File: src/rtl/rseq_pkg.sv
package rseq_pkg;

    localparam int SLOTS  = 8;
    localparam int SLOT_W = 3;

    typedef enum logic [1:0] {
        MODE_SLOT    = 2'b00,
        MODE_OFF     = 2'b01,
        MODE_FORCE   = 2'b10,
        MODE_OFF_ALT = 2'b11
    } ch_mode_e;

    typedef enum logic [2:0] {
        ST_IDLE,
        ST_UP_DLY,
        ST_UP_WAIT,
        ST_DONE,
        ST_DN_DLY,
        ST_DN_WAIT,
        ST_FAULT
    } seq_state_e;

    typedef struct packed {
        logic              hit;
        logic [SLOT_W-1:0] idx;
    } slot_pick_t;

    // lowest occupied slot at or above 'from' (from may equal SLOTS: none)
    function automatic slot_pick_t pick_up(input logic [SLOTS-1:0] occ,
                                           input logic [SLOT_W:0]  from);
        slot_pick_t r;
        r = '0;
        for (int i = SLOTS - 1; i >= 0; i--) begin
            if (occ[i] && (i >= int'(from))) begin
                r.hit = 1'b1;
                r.idx = SLOT_W'(i);
            end
        end
        return r;
    endfunction

    // highest occupied slot strictly below 'below'
    function automatic slot_pick_t pick_down(input logic [SLOTS-1:0] occ,
                                             input logic [SLOT_W:0]  below);
        slot_pick_t r;
        r = '0;
        for (int i = 0; i < SLOTS; i++) begin
            if (occ[i] && (i < int'(below))) begin
                r.hit = 1'b1;
                r.idx = SLOT_W'(i);
            end
        end
        return r;
    endfunction

    function automatic logic in_phase(input seq_state_e s);
        return (s == ST_UP_DLY) || (s == ST_UP_WAIT) ||
               (s == ST_DN_DLY) || (s == ST_DN_WAIT);
    endfunction

endpackage

File: src/rtl/rseq_sync.sv
module rseq_sync #(
    parameter int W = 1
) (
    input  logic         clk,
    input  logic         rst,
    input  logic [W-1:0] d,
    output logic [W-1:0] q
);
    logic [W-1:0] meta;

    always_ff @(posedge clk) begin
        if (rst) begin
            meta <= '0;
            q    <= '0;
        end else begin
            meta <= d;
            q    <= meta;
        end
    end
endmodule

File: src/rtl/rseq_counter.sv
module rseq_counter #(
    parameter int CW = 16
) (
    input  logic          clk,
    input  logic          rst,
    input  logic          clr,
    input  logic          inc,
    output logic [CW-1:0] cnt
);
    localparam logic [CW-1:0] TOP = '1;

    always_ff @(posedge clk) begin
        if (rst || clr)
            cnt <= '0;
        else if (inc && (cnt != TOP))
            cnt <= cnt + 1'b1;
    end
endmodule

File: src/rtl/rseq_slot_map.sv
module rseq_slot_map
    import rseq_pkg::*;
#(
    parameter int NCH = 4
) (
    input  logic [2*NCH-1:0]            cfg_mode,
    input  logic [SLOT_W*NCH-1:0]       cfg_slot,
    output logic [SLOTS-1:0][NCH-1:0]   member,
    output logic [SLOTS-1:0]            occ,
    output logic [NCH-1:0]              force_mask
);
    for (genvar c = 0; c < NCH; c++) begin : g_ch
        ch_mode_e m;
        assign m             = ch_mode_e'(cfg_mode[2*c +: 2]);
        assign force_mask[c] = (m == MODE_FORCE);
        for (genvar s = 0; s < SLOTS; s++) begin : g_sl
            assign member[s][c] = (m == MODE_SLOT) &&
                                  (cfg_slot[SLOT_W*c +: SLOT_W] == SLOT_W'(s));
        end
    end

    for (genvar s = 0; s < SLOTS; s++) begin : g_occ
        assign occ[s] = |member[s];
    end
endmodule

File: src/rtl/rail_sequencer.sv
module rail_sequencer
    import rseq_pkg::*;
#(
    parameter int NCH = 4,
    parameter int CW  = 16
) (
    input  logic                  clk,
    input  logic                  rst,
    input  logic                  run_req,
    input  logic [2*NCH-1:0]      cfg_mode,
    input  logic [SLOT_W*NCH-1:0] cfg_slot,
    input  logic [NCH-1:0]        supply_up,
    input  logic [NCH-1:0]        supply_down,
    input  logic [CW-1:0]         seq_delay,
    input  logic [CW-1:0]         pg_limit,
    output logic [NCH-1:0]        rail_en,
    output logic                  cascade,
    output logic                  done,
    output logic                  fault
);
    localparam int SW = 1 + 2 * NCH;
    localparam logic [SLOT_W:0] ALL_BELOW = (SLOT_W + 1)'(SLOTS);

    // synchronized inputs
    logic [SW-1:0]  sync_q;
    logic           on_s;
    logic [NCH-1:0] up_s, dn_s;

    rseq_sync #(.W(SW)) u_sync (
        .clk (clk),
        .rst (rst),
        .d   ({run_req, supply_up, supply_down}),
        .q   (sync_q)
    );
    assign {on_s, up_s, dn_s} = sync_q;

    // configuration decode
    logic [SLOTS-1:0][NCH-1:0] member;
    logic [SLOTS-1:0]          occ;
    logic [NCH-1:0]            force_mask;

    rseq_slot_map #(.NCH(NCH)) u_map (
        .cfg_mode   (cfg_mode),
        .cfg_slot   (cfg_slot),
        .member     (member),
        .occ        (occ),
        .force_mask (force_mask)
    );

    // state
    seq_state_e        state_q, state_d;
    logic [SLOT_W-1:0] slot_q, slot_d;
    logic [NCH-1:0]    en_q, en_d;
    logic              pg_run_q, pg_run_d;

    // counters
    logic          dly_clr, dly_inc, pg_clr;
    logic [CW-1:0] dly_cnt, pg_cnt;

    assign dly_inc = (state_q == ST_UP_DLY) || (state_q == ST_DN_DLY);

    rseq_counter #(.CW(CW)) u_dly (
        .clk (clk),
        .rst (rst),
        .clr (dly_clr),
        .inc (dly_inc),
        .cnt (dly_cnt)
    );

    rseq_counter #(.CW(CW)) u_pg (
        .clk (clk),
        .rst (rst),
        .clr (pg_clr),
        .inc (pg_run_q),
        .cnt (pg_cnt)
    );

    // next state
    logic            timed_out, dly_done, go_dn;
    logic [NCH-1:0]  cur_mem;
    logic [SLOT_W:0] dn_below, slot_next;
    slot_pick_t      pick;

    assign cur_mem   = member[slot_q];
    assign dly_done  = (dly_cnt == seq_delay);
    assign slot_next = {1'b0, slot_q} + 1'b1;
    assign timed_out = pg_run_q && (pg_limit != '0) && (pg_cnt == pg_limit) &&
                       in_phase(state_q);

    always_comb begin
        state_d  = state_q;
        slot_d   = slot_q;
        en_d     = en_q;
        pg_run_d = pg_run_q;
        dly_clr  = 1'b0;
        pg_clr   = 1'b0;
        go_dn    = 1'b0;
        dn_below = '0;
        pick     = '0;

        if (timed_out) begin
            state_d  = ST_FAULT;
            en_d     = '0;
            pg_run_d = 1'b0;
        end else begin
            unique case (state_q)
                ST_IDLE: begin
                    en_d     = '0;
                    pg_run_d = 1'b0;
                    if (on_s) begin
                        pick = pick_up(occ, '0);
                        if (pick.hit) begin
                            state_d = ST_UP_DLY;
                            slot_d  = pick.idx;
                            dly_clr = 1'b1;
                        end else begin
                            state_d = ST_DONE;
                        end
                    end
                end
                ST_UP_DLY: begin
                    if (!on_s) begin
                        go_dn    = 1'b1;
                        dn_below = {1'b0, slot_q};
                    end else if (dly_done) begin
                        en_d    = en_q | cur_mem;
                        state_d = ST_UP_WAIT;
                        if (!pg_run_q) begin
                            pg_run_d = 1'b1;
                            pg_clr   = 1'b1;
                        end
                    end
                end
                ST_UP_WAIT: begin
                    if (!on_s) begin
                        go_dn    = 1'b1;
                        dn_below = slot_next;
                    end else if ((cur_mem & ~up_s) == '0) begin
                        pick = pick_up(occ, slot_next);
                        if (pick.hit) begin
                            state_d = ST_UP_DLY;
                            slot_d  = pick.idx;
                            dly_clr = 1'b1;
                        end else begin
                            state_d  = ST_DONE;
                            pg_run_d = 1'b0;
                        end
                    end
                end
                ST_DONE: begin
                    if (!on_s) begin
                        go_dn    = 1'b1;
                        dn_below = ALL_BELOW;
                    end
                end
                ST_DN_DLY: begin
                    if (dly_done) begin
                        en_d    = en_q & ~cur_mem;
                        state_d = ST_DN_WAIT;
                        if (!pg_run_q) begin
                            pg_run_d = 1'b1;
                            pg_clr   = 1'b1;
                        end
                    end
                end
                ST_DN_WAIT: begin
                    if ((cur_mem & ~dn_s) == '0) begin
                        pick = pick_down(occ, {1'b0, slot_q});
                        if (pick.hit) begin
                            state_d = ST_DN_DLY;
                            slot_d  = pick.idx;
                            dly_clr = 1'b1;
                        end else begin
                            state_d  = ST_IDLE;
                            en_d     = '0;
                            pg_run_d = 1'b0;
                        end
                    end
                end
                ST_FAULT: begin
                    en_d     = '0;
                    pg_run_d = 1'b0;
                    if (!on_s)
                        state_d = ST_IDLE;
                end
                default: state_d = ST_IDLE;
            endcase

            if (go_dn) begin
                pick     = pick_down(occ, dn_below);
                pg_run_d = 1'b0;
                if (pick.hit) begin
                    state_d = ST_DN_DLY;
                    slot_d  = pick.idx;
                    dly_clr = 1'b1;
                end else begin
                    state_d = ST_IDLE;
                    en_d    = '0;
                end
            end
        end
    end

    always_ff @(posedge clk) begin
        if (rst) begin
            state_q  <= ST_IDLE;
            slot_q   <= '0;
            en_q     <= '0;
            pg_run_q <= 1'b0;
        end else begin
            state_q  <= state_d;
            slot_q   <= slot_d;
            en_q     <= en_d;
            pg_run_q <= pg_run_d;
        end
    end

    // outputs
    assign fault   = (state_q == ST_FAULT);
    assign done    = (state_q == ST_DONE);
    assign cascade = dly_inc;
    assign rail_en = fault ? '0 : (en_q | force_mask);

endmodule

File: config.mk
export PLATFORM = sky130hd
export DESIGN_NAME = rail_sequencer
export DESIGN_NICKNAME = d
export VERILOG_FILES = /design/src/rtl/rseq_pkg.sv /design/src/rtl/rseq_sync.sv /design/src/rtl/rseq_counter.sv /design/src/rtl/rseq_slot_map.sv /design/src/rtl/rail_sequencer.sv
export SDC_FILE = /design/constraint.sdc
export NUM_CORES = 1
export LEC_CHECK = 0
export BUFFER_PORTS_ARGS = -buffer_cell sky130_fd_sc_hd__buf_2
export CAP_MARGIN = 20
export CORE_MARGIN = 8
export CORE_UTILIZATION = 42
export DETAILED_ROUTE_END_ITERATION = 10
export PLACE_DENSITY = 0.7
export SYNTH_ARGS = -nofsm -noshare
export SYNTH_HDL_FRONTEND = slang
export SYNTH_HIERARCHICAL = 1
export SYNTH_SLANG_ARGS = --single-unit
File: constraint.sdc
create_clock -name clk -period 2.89 [get_ports clk]
set_input_delay 0.1445 -clock clk [delete_from_list [all_inputs] [get_ports clk]]
set_output_delay 0.1445 -clock clk [all_outputs]
set_load 0.03 [all_outputs]
==> results.sh, run 1 <==
export IMPL_core_um2=11900
export IMPL_synth_fp_nets=715
export IMPL_grt_overflow_total=0
export IMPL_synth_edf_count=0
export IMPL_cp_start_kind="input pin"
export IMPL_synthArstFlopShare_pct=0
export IMPL_maxCapViolCount=0
export IMPL_regToRegSetupSlack_ns=0
export IMPL_drt_first_pass_iters=6
export IMPL_placed_area_um2=6180
export IMPL_syn_instance_count=649
export IMPL_grt_max_degree=29
export IMPL_crit_chain="buf_2, or3b_4, nor2_1, or4_1, a21boi_0, o22ai_1, o211ai_1, nor2_2, o22ai_1, a311oi_4, nor2_2, or2_4, nor2_2, a41o_1"
export IMPL_drt_iter0_drc=513
export IMPL_hp_class="in2reg"
export IMPL_clock_path_buffers=2
export IMPL_grt_pass1_vias=5663
export IMPL_dieArea_um2=15800
export IMPL_wl_per_cell_um=17.8
export IMPL_yosys_register_bits=61
export IMPL_synth_largest_area_cell="dfxtp_1"
export IMPL_violations="negative setup slack"
export IMPL_io_buffers=69
export IMPL_r2r_start="slot_q[0]"
export IMPL_ant_nets=0
export IMPL_hold_end="u_sync/meta[4]"
export IMPL_drc=0
export IMPL_std_cell_rows=40
export IMPL_die_y_um=126
export IMPL_timing_final_ws_setup_ns=-0.00686
export IMPL_ioPinCount=70
export IMPL_synthFlopType="dfxtp_1"
export IMPL_setup_violations=2
export IMPL_crit_arrival_ns=3.18
export IMPL_num_fill_cells=1074
export IMPL_vias=5717
export IMPL_n_antenna_cell=0
export IMPL_area_growth_syn_to_layout_pct=32.3
export IMPL_die_w_um=126
export IMPL_fin_area_um2=6690
export IMPL_final_max_slew_viol_count=0
export IMPL_layout_drive_gt1_share_pct=32.4
export IMPL_cts_buffers=9
export IMPL_max_stage_delay_ns=0.57
export IMPL_ys_seq_area_share_pct=24.2
export IMPL_grtUsageTotal_pct=20.9
export IMPL_max_slew_margin_pct=56.9
export IMPL_htree_levels=3
export IMPL_power_density_nw_per_um2=548
export IMPL_cts_tree="yes"
export IMPL_skew_ns=0.0114
export IMPL_cts_hold_buf=0
export IMPL_wl_mm=16.9
export IMPL_cpLargestDelayFamily="simple AND/OR/NAND/NOR gates"
export IMPL_crit_path_end_kind="register"
export IMPL_place_congestion=0.929
export IMPL_worst_setup_path_type="in2reg"
export IMPL_cts_clk_slew_worst_paths_ns=0.06
export IMPL_syn_area_um2=5050
export IMPL_initial_core_util_pct=42.6
export IMPL_rr_worst_depth=13
export IMPL_irDropWorstVdd_mv=0.290
export IMPL_worst_r2r_endpoint="u_dly/cnt[10]"
export IMPL_max_freq_mhz=345
export IMPL_layout_cells_non_filler=949
export IMPL_leakage_nw=2.81
export IMPL_postSynthAreaPerCell_um2=7.79
export IMPL_fin_crit_ns=2.90
export IMPL_timing_final_crit_share_pct=100
export IMPL_critPathMaxFanout=6
export IMPL_hold_viol_final=0
export IMPL_cp_required_ns=3.17
export IMPL_synth_top_area_share_pct=24.2
export IMPL_hp_start="supply_up[0]"
export IMPL_cts_sinks=61
export IMPL_worstHoldPathCells=2
export IMPL_crit_buf_inv=1
export IMPL_clock_latency_ns=0.34
export IMPL_path_common_cell="nor2_2"
export IMPL_hpwl_mm=13.1
export IMPL_placed_cells_incl_taps=927
export IMPL_rsz0062_at_grt="yes"
export IMPL_status="complete, but fails checks"
export IMPL_synth_area_leaders="dfxtp_1 24%, xor2_1 6.2%, nor2_1 5.9%"
export IMPL_ys_types=86
export IMPL_viasPerCell=6.02
export IMPL_cpMaxStageDelayCell="or4_1"
export IMPL_yosysWarnings=6
export IMPL_worst_pin_slew_ns=0.641
export IMPL_antenna_found_initial=0
export IMPL_grt_pass1_wl_mm=27.6
export IMPL_root_buffer="clkbuf_16"
export IMPL_finalCoreUtilization_pct=56.4
export IMPL_num_nets_final=863
-- logic make-up (layout without fill, tap and decap cells) --
group,count (synthesis),after routing,synth area share [%]
AOI/OAI and AO/OA,181,181,25.0
DFF,61,61,24.2
xor gates and xnor gates,39,39,6.76
and+or+nand+nor,303,303,34.9
muxes,17,17,4.58
buffers and inverters,45,198,3.89
adders and majority gates,3,3,0.743
-- how the worst max path moves through the flow --
stage                           start             to  slack, ns  depth (start not counted)
after floorplan           cfg_slot[8]  u_dly/cnt[11]      -0.02                         14
after global placement    cfg_slot[8]   u_dly/cnt[5]      -0.36                         15
after detailed placement  cfg_slot[8]  u_dly/cnt[10]      -0.42                         15
after CTS                   slot_q[0]   u_dly/cnt[5]      -0.05                         12
after global routing        slot_q[0]   u_dly/cnt[5]      -0.12                         13
final                     cfg_slot[4]  u_dly/cnt[10]     -0.007                         14
-- repair_timing --
action | 4_1_cts | 5_1_grt
setup endpoints to repair | 18 | 21
pin swaps | 8 | 12
setup buffers | 5 | 1
resized for setup | 11 | 28
-- placed cells by master, fill, tap and decap left out, types with 20 or more instances in the layout --
master	count
o21ai_0	30
a21oi_1	43
nor2_1	71
dfxtp_1	58
buf_2	69
nand2_1	40
nor2b_1	24
xor2_1	36
buf_4	89
inv_1	20
-- synth_stat cells, types with 6 or more instances --
cell type  number
and2b_1         8
and2_1          6
a31oi_1        12
nand4_1        15
xor2_1         36
o31ai_1         6
mux2i_1        10
and4_1          8
nor3_1         13
or4_1          16
dfxtp_1        61
nand2b_1        9
a41o_1          8
a21oi_1        52
a211oi_1       10
nor4_1         12
nor2b_1        25
inv_1          20
nand2_1        40
o21ai_0        33
nand3_1        15
nor2_1         79
clkbuf_1       14
or3_1          13
-- state kept, by name, summed over array words and instances, names as in the netlist --
signal and cells:
u_dly/cnt 16, slot_q 3, state_q 3, pg_run_q 1, u_sync/meta 9, u_pg/cnt 16
u_sync/q 9, en_q 4
-- worst reg2reg max path, stage by stage (launching register included) --
cell and delay [ns]:
dfxtp_4 0.38, buf_4 0.15, ha_4 0.23, nand3b_1 0.11, a21oi_2 0.09, o211a_1 0.22, o22a_1 0.22, or2_4 0.25
or2_4 0.25, a311oi_4 0.26, nor2_2 0.10, or2_4 0.30, nor2_2 0.10, a41o_1 0.17
-- per-layer routing --
metal,vias up,track usage (%),part of all wire (%)
li1,2740,-,-
met1,2692,24.4,42
met2,241,36.3,48
met3,44,4.05,6.7
met4,0,9.24,3.0
met5,-,0,0
-- metrics by stage --
step / hold WS, ns / setup TNS (ns) / setup WS, ns / total power [mW]
detailed placement: 0.354 / -6.24 / -0.421 / 2.40
CTS: 0.00548 / -0.198 / -0.0462 / 3.61
global placement: 0.350 / -5.82 / -0.363 / 2.39
global route: 0.0146 / -1.38 / -0.116 / 3.84
floorplan: 0.216 / -0.233 / -0.0245 / 1.86
finish: 0.0131 / -0.0127 / -0.00686 / 3.67
-- power by group --
group / internal (mW) / switching [mW] / total, mW
Sequential: 0.890 / 0.0674 / 0.958
Clock: 0.757 / 0.408 / 1.16
Combinational: 0.681 / 0.863 / 1.54
-- area by class of cell --
| class | instances | area [um^2] | area share [%] |
|---|---|---|---|
| clock inverter | 7 | 97.6 | 1.46 |
| tap | 147 | 184 | 2.75 |
| timing repair buffer | 162 | 1080 | 16.1 |
| multi-input combinational | 543 | 3800 | 56.8 |
| clock buffer | 9 | 225 | 3.37 |
| sequential | 61 | 1230 | 18.4 |
| inverter | 20 | 75.1 | 1.12 |
Note: power is estimated with default switching activity, not from simulation.
==> inputs of run 2 (changes only) <==
--- a/config.mk
+++ b/config.mk
@@ -5,12 +5,12 @@
 export SDC_FILE = /design/constraint.sdc
 export NUM_CORES = 1
 export LEC_CHECK = 0
+export ABC_AREA = 1
 export BUFFER_PORTS_ARGS = -buffer_cell sky130_fd_sc_hd__buf_2
 export CAP_MARGIN = 20
-export CORE_MARGIN = 8
 export CORE_UTILIZATION = 42
 export DETAILED_ROUTE_END_ITERATION = 10
-export PLACE_DENSITY = 0.7
+export PLACE_DENSITY = 0.69
 export SYNTH_ARGS = -nofsm -noshare
 export SYNTH_HDL_FRONTEND = slang
 export SYNTH_HIERARCHICAL = 1
==> run 2 against run 1 <==
Net effect:
- the flow now finishes without violations
- first-iteration DRC count fell by 14%
- worst hold slack improved by 0.0048 ns
- sequential power rose by 2.8%
- synthesized cell count rose by 59%
- synthesized area rose by 15%
- wire length fell by 8.9%
- critical path type is now reg2reg
- global-route usage rose by 1.6 points
- clock skew fell by 0.0062 ns
- maximum frequency rose by 12%
==> results.sh, run 2 <==
export IMPL_status="finished clean"
export IMPL_cts_tree="yes"
export IMPL_worst_r2r_endpoint="u_dly/cnt[12]"
export IMPL_crit_arrival_ns=2.84
export IMPL_crit_start="slot_q[0]"
export IMPL_place_congestion=0.945
export IMPL_grt_max_degree=24
export IMPL_hp_class="in2reg"
export IMPL_hold_end="u_sync/meta[6]"
export IMPL_power_density_nw_per_um2=581
export IMPL_cp_required_ns=3.15
export IMPL_core_um2=13300
export IMPL_postSynthAreaPerCell_um2=5.63
export IMPL_die_w_um=120
export IMPL_yosysMostFrequentCell="nand2_1"
export IMPL_synth_top_family_by_area="simple AND/OR/NAND/NOR gates"
export IMPL_final_max_slew_viol_count=0
export IMPL_skew_ns=0.00519
export IMPL_synth_adder_area_share_pct=0.645
export IMPL_pwr_share_comb_pct=42.6
export IMPL_num_fill_cells=1445
export IMPL_synthMuxAreaShare_pct=0
export IMPL_vias=6287
export IMPL_clock_path_buffers=2
export IMPL_grt_pass1_vias=5857
export IMPL_initial_core_util_pct=43.6
export IMPL_drt_iter0_drc=443
export IMPL_seq_area_um2=1220
export IMPL_root_buffer="clkbuf_16"
export IMPL_wl_per_cell_um=12.0
export IMPL_synth_xor_area_share_pct=3.31
export IMPL_post_cts_repair_setup_buffers=0
export IMPL_die_y_um=120
export IMPL_maxCapViolCount=0
export IMPL_setup_tns_ns=0
export IMPL_worstHoldPathCells=3
export IMPL_n_antenna_cell=0
export IMPL_leakage_nw=3.23
export IMPL_multi_input_comb_area_um2=3780
export IMPL_ys_types=45
export IMPL_final_common_cell="nand2_1"
export IMPL_cp_start_kind="register"
export IMPL_cts_sinks=61
export IMPL_drc=0
export IMPL_max_freq_mhz=388
export IMPL_fin_crit_ns=2.58
export IMPL_ant_nets=0
export IMPL_synth_edf_count=0
export IMPL_timing_final_ws_setup_ns=0.311
export IMPL_clock_latency_ns=0.33
export IMPL_viasPerCell=4.89
export IMPL_p_switching_mw=1.59
export IMPL_synthSimpleGateAreaFrac_pct=52.5
export IMPL_yosysWarnings=6
export IMPL_cts_clk_slew_worst_paths_ns=0.05
export IMPL_reg_top3="u_dly/cnt: 16 flops, u_pg/cnt: 16 flops"
export IMPL_synth_top_area_share_pct=21.0
export IMPL_irDropWorstVdd_mv=0.383
export IMPL_rsz0062_at_grt="no"
export IMPL_syn_area_um2=5820
export IMPL_worst_pin_slew_ns=0.460
export IMPL_power_share_clock_pct=31.9
export IMPL_cts_buffers=9
export IMPL_worst_setup_path_type="reg2reg"
export IMPL_syn_instance_count=1033
export IMPL_ys_seq_area_share_pct=21.0
export IMPL_yosys_register_bits=61
export IMPL_synth_largest_area_cell="dfxtp_1"
export IMPL_switching_share_pct=41.3
export IMPL_antenna_found_initial=0
export IMPL_setup_violations=0
export IMPL_hp_start="supply_up[2]"
export IMPL_r2r_start="slot_q[0]"
export IMPL_timing_final_crit_share_pct=89.2
export IMPL_std_cell_rows=42
export IMPL_grt_pass1_wl_mm=26.3
export IMPL_dieArea_um2=14300
export IMPL_synthFlopType="dfxtp_1"
export IMPL_yosys_top_cells_count="275 x nand2_1, 187 x nor2_1, 169 x inv_1"
export IMPL_p_int_mw=2.27
export IMPL_total_power_mw=3.86
export IMPL_cts_hold_buf=0
export IMPL_regToRegSetupSlack_ns=0.31
export IMPL_htree_levels=3
export IMPL_hold_viol_final=0
export IMPL_crit_path_end_kind="register"
export IMPL_critPathMaxFanout=16
export IMPL_layout_drive_gt1_share_pct=17.2
export IMPL_grt_overflow_total=0
export IMPL_io_buffers=69
export IMPL_rr_worst_depth=18
export IMPL_grtUsageTotal_pct=22.5
export IMPL_drt_first_pass_iters=5
export IMPL_wl_mm=15.4
export IMPL_synth_area_leaders="dfxtp_1 21%, nand2_1 18%, nor2_1 12%"
export IMPL_synth_fp_nets=1099
export IMPL_max_slew_margin_pct=69.3
export IMPL_synthArstFlopShare_pct=0
export IMPL_seq_power_share_pct=25.5
export IMPL_synth_compound_area_share_pct=8.48
export IMPL_cts_repair_resized=0
export IMPL_final_cell_mix="275 x nand2_1, 187 x nor2_1, 169 x inv_1"
export IMPL_hpwl_mm=12.4
export IMPL_ioPinCount=70
export IMPL_area_growth_syn_to_layout_pct=14.2
export IMPL_num_nets_final=1171
export IMPL_whs_ns=0.0179
export IMPL_post_place_ws_ns=0.315
[run 2: through the flow]
step	utilization (%)	area (um^2)	instances
3_3_place_gp	47.1	6290	1269
2_1_floorplan	-	5820	1033
5_1_grt	49.8	6640	1286
4_1_cts	49.7	6630	1285
3_5_place_dp	47.1	6290	1269
6_report	49.8	6640	1286
[run 2: worst max-delay path by stage]
stage	slack, ns	to
after floorplan	0.73	u_dly/cnt[10]
after global placement	0.32	u_dly/cnt[12]
after detailed placement	0.31	u_dly/cnt[12]
after CTS	0.30	u_dly/cnt[12]
after global routing	0.03	u_dly/cnt[12]
final	0.31	u_dly/cnt[12]
[run 2: routing by layer]
metal  GRT usage [%]  vias to the layer above  wire length, um
li1                -                     3340                -
met1            29.0                     2725             7250
met2            37.1                      188             7000
met3            3.47                       34              744
met4            9.22                        0              421
met5               0                        -                0
[run 2: logic make-up (layout without fill, tap and decap cells)]
kind of cell,count (synthesis),in the layout
flip-flops,61,61
buffers and inverters,196,273
AO/OA/AOI/OAI,86,86
AND/OR/NAND/NOR,665,665
XOR/XNOR,22,22
adder cells (fa/ha/maj),3,3
[run 2: area by class of cell]
type,instances,share of cell area [%]
Timing Repair Buffer,76,5.99
Tap cell,176,3.32
Sequential cell,61,18.4
Clock inverter,6,1.68
Clock buffer,10,3.45
Multi-Input combinational cell,776,56.9
Inverter,181,10.3
[run 2: worst max-delay path, cell delays in order, from the launching register on]
cell,delay [ns]
dfxtp_1,0.53
ha_1,0.27
inv_1,0.05
nand2_1,0.07
nand2_1,0.12
nand2_1,0.10
nor2_2,0.05
nor2_4,0.12
nand3_1,0.09
nand2_1,0.08
nand2_1,0.09
nor2_2,0.17
nand2_4,0.10
inv_2,0.06
a21oi_1,0.06
nor2_1,0.10
buf_4,0.23
o21ai_0,0.11
a21oi_1,0.11
[run 2: power by group through the flow]
stage	registers, mW	clock network [mW]	logic (mW)
final	0.985	1.23	1.64
after global routing	0.995	1.30	1.84
after CTS	0.981	1.26	1.62
after detailed placement	0.999	0	1.61
after global placement	0.998	0	1.62
after floorplan	0.937	0	1.32
